--- src/rtl/wdt_pkg.sv ---
`timescale 1ns/1ps
package wdt_pkg;
  typedef enum logic {
    RESP_RESET     = 1'b0,
    RESP_IRQ_FIRST = 1'b1
  } resp_mode_e;
endpackage

--- src/rtl/wdt_counter.sv ---
`timescale 1ns/1ps
module wdt_counter #(
  parameter int CNT_W = 32,
  parameter int RNG_W = 4,
  parameter int BASE  = 16
) (
  input  logic             clk_i,
  input  logic             rst_ni,
  input  logic             en_i,
  input  logic             load_i,
  input  logic [RNG_W-1:0] range_i,
  output logic [CNT_W-1:0] cnt_o,
  output logic             tmo_o
);
  logic [CNT_W-1:0] cnt_q;
  logic [CNT_W-1:0] reload;

  assign reload = (CNT_W'(1) << (BASE + int'(range_i))) - CNT_W'(1);
  assign tmo_o  = en_i && !load_i && (cnt_q == '0);
  assign cnt_o  = cnt_q;

  always_ff @(posedge clk_i or negedge rst_ni) begin
    if (!rst_ni)                   cnt_q <= '0;
    else if (load_i)               cnt_q <= reload;
    else if (en_i) begin
      if (cnt_q == '0)             cnt_q <= reload;
      else                         cnt_q <= cnt_q - CNT_W'(1);
    end
  end
endmodule

--- src/rtl/wdt_escalate.sv ---
`timescale 1ns/1ps
module wdt_escalate
  import wdt_pkg::*;
(
  input  logic       clk_i,
  input  logic       rst_ni,
  input  logic       tmo_i,
  input  resp_mode_e mode_i,
  input  logic       clr_i,
  output logic       irq_o,
  output logic       fire_o
);
  logic irq_q;

  assign fire_o = tmo_i && ((mode_i == RESP_RESET) || irq_q);
  assign irq_o  = irq_q;

  always_ff @(posedge clk_i or negedge rst_ni) begin
    if (!rst_ni)                                         irq_q <= 1'b0;
    else if (clr_i)                                      irq_q <= 1'b0;
    else if (tmo_i && mode_i == RESP_IRQ_FIRST && !irq_q) irq_q <= 1'b1;
  end
endmodule

--- src/rtl/wdt_pulse.sv ---
`timescale 1ns/1ps
module wdt_pulse #(
  parameter int SEL_W = 3
) (
  input  logic             clk_i,
  input  logic             rst_ni,
  input  logic             fire_i,
  input  logic [SEL_W-1:0] sel_i,
  output logic             pulse_o
);
  localparam int LEN_W = (1 << SEL_W) + 1;

  logic [LEN_W-1:0] left_q;

  assign pulse_o = (left_q != '0);

  always_ff @(posedge clk_i or negedge rst_ni) begin
    if (!rst_ni)       left_q <= '0;
    else if (fire_i)   left_q <= LEN_W'(2) << sel_i;
    else if (pulse_o)  left_q <= left_q - LEN_W'(1);
  end
endmodule

--- src/rtl/escalating_wdt.sv ---
`timescale 1ns/1ps
module escalating_wdt
  import wdt_pkg::*;
#(
  parameter int          CNT_W = 32,
  parameter int          RNG_W = 4,
  parameter int          SEL_W = 3,
  parameter int          KEY_W = 8,
  parameter int          BASE  = 16,
  parameter logic [7:0]  KEY   = 8'h76
) (
  input  logic             clk_i,
  input  logic             rst_ni,
  input  logic             en_we_i,
  input  logic             en_i,
  input  logic [RNG_W-1:0] range_i,
  input  logic             mode_i,
  input  logic [SEL_W-1:0] pulse_sel_i,
  input  logic             kick_we_i,
  input  logic [KEY_W-1:0] kick_data_i,
  input  logic             irq_clr_i,
  output logic [CNT_W-1:0] count_o,
  output logic             irq_o,
  output logic             rst_req_o
);
  logic       en_q;
  logic       en_rise;
  logic       restart;
  logic       clr;
  logic       load;
  logic       tmo;
  logic       fire;
  resp_mode_e mode;

  assign mode    = resp_mode_e'(mode_i);
  assign en_rise = en_we_i && en_i && !en_q;
  assign restart = en_q && kick_we_i && (kick_data_i == KEY_W'(KEY));
  assign clr     = en_q && irq_clr_i;
  assign load    = en_rise || restart || clr;

  // sticky enable
  always_ff @(posedge clk_i or negedge rst_ni) begin
    if (!rst_ni)      en_q <= 1'b0;
    else if (en_rise) en_q <= 1'b1;
  end

  wdt_counter #(.CNT_W(CNT_W), .RNG_W(RNG_W), .BASE(BASE)) cnt_i (
    .clk_i  (clk_i),
    .rst_ni (rst_ni),
    .en_i   (en_q),
    .load_i (load),
    .range_i(range_i),
    .cnt_o  (count_o),
    .tmo_o  (tmo)
  );

  wdt_escalate esc_i (
    .clk_i (clk_i),
    .rst_ni(rst_ni),
    .tmo_i (tmo),
    .mode_i(mode),
    .clr_i (clr),
    .irq_o (irq_o),
    .fire_o(fire)
  );

  wdt_pulse #(.SEL_W(SEL_W)) pls_i (
    .clk_i  (clk_i),
    .rst_ni (rst_ni),
    .fire_i (fire),
    .sel_i  (pulse_sel_i),
    .pulse_o(rst_req_o)
  );
endmodule

--- config.mk ---
export PLATFORM = sky130hd
export DESIGN_NAME = escalating_wdt
export DESIGN_NICKNAME = d
export VERILOG_FILES = /design/src/rtl/wdt_pkg.sv /design/src/rtl/wdt_counter.sv /design/src/rtl/wdt_escalate.sv /design/src/rtl/wdt_pulse.sv /design/src/rtl/escalating_wdt.sv
export SDC_FILE = /design/constraint.sdc
export NUM_CORES = 1
export LEC_CHECK = 0
export ABC_AREA = 1
export ABC_CLOCK_PERIOD_IN_PS = 3000
export BUFFER_PORTS_ARGS = -buffer_cell sky130_fd_sc_hd__clkbuf_2
export CAP_MARGIN = 20
export CORE_ASPECT_RATIO = 1.1
export CORE_UTILIZATION = 30
export DETAILED_ROUTE_END_ITERATION = 10
export MAX_ROUTING_LAYER = met4
export RECOVER_POWER = 25
export REMOVE_ABC_BUFFERS = 1
export SETUP_SLACK_MARGIN = 0.2
export SKIP_CTS_REPAIR_TIMING = 1
export SLEW_MARGIN = 25
export SYNTH_ARGS = -nofsm -noshare
export SYNTH_HDL_FRONTEND = slang
export SYNTH_SLANG_ARGS = --single-unit
--- constraint.sdc ---
create_clock -name clk_i -period 3 [get_ports clk_i]
set_input_delay 0.3 -clock clk_i [delete_from_list [all_inputs] [get_ports clk_i]]
set_output_delay 0.3 -clock clk_i [all_outputs]
set_load 0.005 [all_outputs]
======== Yosys cells after proc, flatten, opt, wreduce, memory -nomap -nowiden ========
Index checks and enable logic that the tools add are counted.
cells by class
  multiplexer cells ....................... 7
  shift operators ......................... 2
  bitwise gates (word level) .............. 1
  add/sub/neg operators ................... 4
  reduce and logical (&&, ||, !) cells .... 21
  eq/ne operators ......................... 1
operators by type and width
  cell                                                 count
  2-to-1 mux 32 bit                                    3
  logical NOT 32 bit                                   1
  << shifter 1 x 32 -> 32 bit (first input constant)   1
  subtractor 32 x 1 -> 32 bit (second input constant)  1
  subtractor 32 x 2 -> 32 bit (second input constant)  1
  2-to-1 mux 9 bit                                     2
  logical AND 1 bit                                    10
  nonzero test 9 bit                                   1
  << shifter 2 x 3 -> 9 bit (first input constant)     1
  subtractor 9 x 1 -> 9 bit (second input constant)    1
  == test 8 x 7 -> 1 bit (second input constant)       1
  adder 5 x 4 -> 6 bit (first input constant)          1
  nonzero test 2 bit                                   3
  logical NOT 1 bit                                    3
  logical OR 1 bit                                     3
  2-to-1 mux 1 bit                                     2
  inverter 1 bit                                       1
word-level totals
  flip-flop bits (word level) ............. 43
  bits of input ports ..................... 22
  logic and storage cells ................. 40

======== Depth between registers and ports, before layout ========
  word-level depth ........................ 11
  gate-level depth with buffers ........... 12
  depth with buffers taken out ............ 12

======== Hierarchy ========
A second synthesis with hierarchy kept.
second synthesis, totals
  cells, all modules ...................... 535
  area, all modules ....................... 3,377.0 um^2
by module, submodules not included
  module          sequential area each (um^2)  times used  cells an instance  area each (um^2)
  wdt_counter     800.8                        1           411                2,582.5
  wdt_pulse       225.2                        1           102                658.1
  escalating_wdt  25.0                         1           17                 91.3
  wdt_escalate    25.0                         1           5                  45.0

======== Worst setup path after synthesis ========
Ideal clock, no wire load.
  path kind ............................... register to register
  start point ............................. reg cnt_i.cnt_q[0] (netlist: cnt_i.cnt_o[0])
  end point ............................... reg cnt_i.cnt_q[30] (netlist: cnt_i.cnt_o[30])
  stages on the path, launching flop included .. 10
  clock period less this slack ............ 1,629 ps
  path slack .............................. 1,371 ps
  setup time .............................. 121 ps
  arrival time ............................ 1,508 ps
  buffers on the path ..................... 0
  cell sequence ........................... dfrtp_1 > inv_1 > ha_1 > nand2_1 > nor2_4 > nand3_1 > nor2_1 > nand4_1 > nand3_1 > nand2_1
between the ends
  word-level cells in the longest chain between the ends .. 4
  elaborated cells between the ends (all ways) .. 5
ends and longest elaborated chain
  what                                                               line                                  source
  from (decl)                                                        wdt_counter.sv:15                     logic [CNT_W-1:0] cnt_q;
  from (signal assigned)                                             wdt_counter.sv:24                     else if (load_i) cnt_q <= reload;
  from (signal assigned)                                             wdt_counter.sv:26                     if (cnt_q == '0) cnt_q <= reload;
  from (signal assigned)                                             wdt_counter.sv:27                     else cnt_q <= cnt_q - CNT_W'(1);
  subtractor 32 x 1 -> 32 bit or logical NOT 32 bit (tied branches)  wdt_counter.sv:27, wdt_counter.sv:26
  2-to-1 mux 32 bit *                                                wdt_counter.sv:26
  2-to-1 mux 32 bit *                                                wdt_counter.sv:25                     else if (en_i) begin
  2-to-1 mux 32 bit *                                                wdt_counter.sv:24
Every way passes the cells marked *; elsewhere a longest branch is shown, timed or not. The select of a mux whose other input is x is not followed.
A chain may end at the register's enable or synchronous reset.

======== Worst setup path after layout ========
  start point ............................. reg pls_i.left_q[0]
  end point ............................... out rst_req_o
between the ends
  word-level cells in the longest chain between the ends .. 1
ends and longest elaborated chain
  what                    line                  source
  from (decl)             wdt_pulse.sv:13       logic [LEN_W-1:0] left_q;
  from (signal assigned)  wdt_pulse.sv:19       else if (fire_i) left_q <= LEN_W'(2) << sel_i;
  from (signal assigned)  wdt_pulse.sv:20       else if (pulse_o) left_q <= left_q - LEN_W'(1);
  nonzero test 9 bit      wdt_pulse.sv:15       assign pulse_o = (left_q != '0);
  to (decl)               escalating_wdt.sv:24  output logic rst_req_o
Every way passes these cells.

==> flow_summary_export.csv <==
group,metric,value,unit
detailed_routing,wl,9506,µm
logic_synthesis,synth_edf_count,0,
floorplan,die_area,0.01125,mm²
placed_design,post-dp-hpwl,7375,µm
timing,drv_slew,32,
cts,cts_made_buffers,5,
power_and_ir_drop,leakagePower,1.812,nW
cts,cts_max_level,2,
critical_path,startpoint_type,"flip-flop",
placed_design,port_buffers,55,
timing,period_needed,2189,ps
logic_synthesis,ys_seq_area_share,33.12,%
logic_synthesis,ys_warn_count,0,
finish,finalNonFillerCells,702,
timing,final-setup-viol-count,0,
floorplan,initial_core_util,31.12,%
floorplan,die_h,111.2,µm
run,maxCapViolations,1,
grt,grt_pass1_vias,3264,
placed_design,dpl.cell_count,694,
timing,timing.fmax,0.4568,GHz
timing,period_share,72.96,%
cts,clk_latency,290,ps
power_and_ir_drop,vdd_drop_max,0.2478,mV
finish,mostFrequentLayoutCells,"nand2_1 (129), nor2_1 (81), inv_1 (64)",
finish,drive_above_1_share,16.28,%
finish,area_delta_synth_final,18.98,%
detailed_routing,drtIter0Drc,204,
detailed_routing,drc,0,
detailed_routing,wire_per_inst,13.54,µm
cts,root_buffer,"clkbuf_16",
cts,cts_tree,"yes",
finish,final_util,37.02,%
timing,slew_headroom,-18.49,%
finish,stdcell_area,0.003866,mm²
run_status,violations,"max-capacitance violations, max-slew violations",
timing,timing.final.hold_violations,0,
logic_synthesis,syn_area,0.003249,mm²
critical_path,worstPathMaxFanout,7,
detailed_routing,ant_nets,0,
finish,fin_nets,584,
floorplan,rows,39,
floorplan,pin_count,56,
critical_path,arrival,1890,ps
detailed_routing,drt_pass1_iterations,5,
grt,grt_pass1_wl,15460,µm
run_status,status,"finished with violations",
timing,rsz0062_at_grt,"no",
worst_hold_path,hold_class,"in -> reg",
cts,clkTransAtPathRegs,60,ps
floorplan,die-width,101.2,µm
cts,clock_path_buffers,2,
timing,tightest_slew,1777,ps
logic_synthesis,avgSynthCellArea,6.525,µm²
grt,grt-ovfl-total,0,
detailed_routing,vias,3445,
critical_path,crit_required,2700,ps
logic_synthesis,ys_seq_elements,43,
timing,finClkSkew,2.908,ps
finish,diodes,0,
logic_synthesis,async_flop_share,100.0,%
grt,antenna_found_initial,0,
cts,cts_sinks,43,
power_and_ir_drop,power_density,421.1,mW/mm²
grt,gr-usage-all-layers,17.91,%
placed_design,gp_congestion,0.9226,
timing,tns,0,ps
logic_synthesis,synth_cell_types,31,
finish,layout_commonest_cell,"nand2_1",
placed_design,place_area,0.003694,mm²
detailed_routing,viasPerCell,4.907,
logic_synthesis,syn_inst,498,
grt,grt_max_degree,32,
logic_synthesis,ys.flop_type,"dfrtp_1",
critical_path,crit_type,"reg -> out",
critical_path,end_kind,"output port",
floorplan,coreArea,0.01044,mm²
report_power, final:
group          total [mW]  internal, mW  switching [mW]
logic               0.302         0.113           0.189
clock network       0.646         0.414           0.231
registers           0.680         0.620          0.0600
path summary, 6_finish.rpt:
path	from	end	slack, ps	cells after the start
setup / recovery	pls_i.left_q[0]	rst_req_o	810	6
hold / removal	mode_i	esc_i.irq_o	270	3
setup reg to reg	cnt_i.cnt_o[0]	cnt_i.cnt_o[17]	1040	11
hold reg to reg	pls_i.left_q[1]	pls_i.left_q[1]	520	2
max in group asynchronous	rst_ni	esc_i.irq_o	1480	2
min in group asynchronous	rst_ni	pls_i.left_q[3]	480	1
cells by family (layout without fill, tap and decap cells):
group	after synthesis	after routing	share of synthesized area, %
AND/OR/NAND/NOR	320	320	44.94
buffers and inverters	72	133	8.856
AO/OA/AOI/OAI	43	43	7.239
flip-flops	43	43	33.12
XOR/XNOR	16	16	4.313
adder cells (fa/ha/maj)	4	4	1.540
stage by stage:
step | hold slack, ps | total power, mW | setup slack [ps]
5_1_grt | 308.2 | 1.708 | 583.0
2_1_floorplan | 4.409 | 0.8539 | 1007
3_5_place_dp | 448.5 | 0.9934 | 1037
4_1_cts | 139.7 | 1.645 | 794.1
6_report | 274.8 | 1.628 | 811.1
3_3_place_gp | 451.5 | 0.9905 | 1045
per-layer routing:
layer,vias to the layer above,wire [µm],track usage (%)
li1,1717,-,-
met1,1611,4379,22.82
met2,103,4516,29.16
met3,14,457,2.837
met4,0,153,5.024
met5,-,0,-
flip-flops by register name (all words and copies together), names as in the netlist:
register and flops:
en_q 1, pls_i.left_q 9, esc_i.irq_o 1, cnt_i.cnt_o 32
cell type report:
| cell class | instances | area, µm² |
|---|---|---|
| Clock buffer | 6 | 138.9 |
| Clock inverter | 2 | 35.03 |
| Fill cell | 1168 | 6576 |
| Inverter | 66 | 247.7 |
| Multi-Input combinational cell | 383 | 1886 |
| Sequential cell | 43 | 1076 |
| Tap cell | 143 | 178.9 |
| Timing Repair Buffer | 59 | 304.0 |
synthesized netlist by cell type (2+ instances only):
master,number,share of area (%)
a21oi_1,9,1.4
clkbuf_1,4,0.46
dfrtp_1,43,33
ha_1,4,1.5
inv_1,64,7.4
inv_2,2,0.23
nand2_1,129,15
nand2_2,5,0.96
nand2_4,2,0.69
nand3_1,61,9.4
nand3_2,4,1.2
nand3b_1,6,1.4
nand4_1,14,2.7
nor2_1,81,9.4
nor2_2,4,0.77
nor2_4,6,2.1
nor3_1,5,0.77
o211ai_1,2,0.46
o21a_1,2,0.46
o21ai_0,25,3.9
o21bai_1,2,0.46
xnor2_1,8,2.2
xor2_1,8,2.2
critical path: stages (launching register included):
cell and delay (ps):
dfrtp_1 380, inv_1 110, ha_1 200, nand3_1 180, nor3_2 410, inv_1 180, clkbuf_2 150
Power figures use the tool's default switching activity.
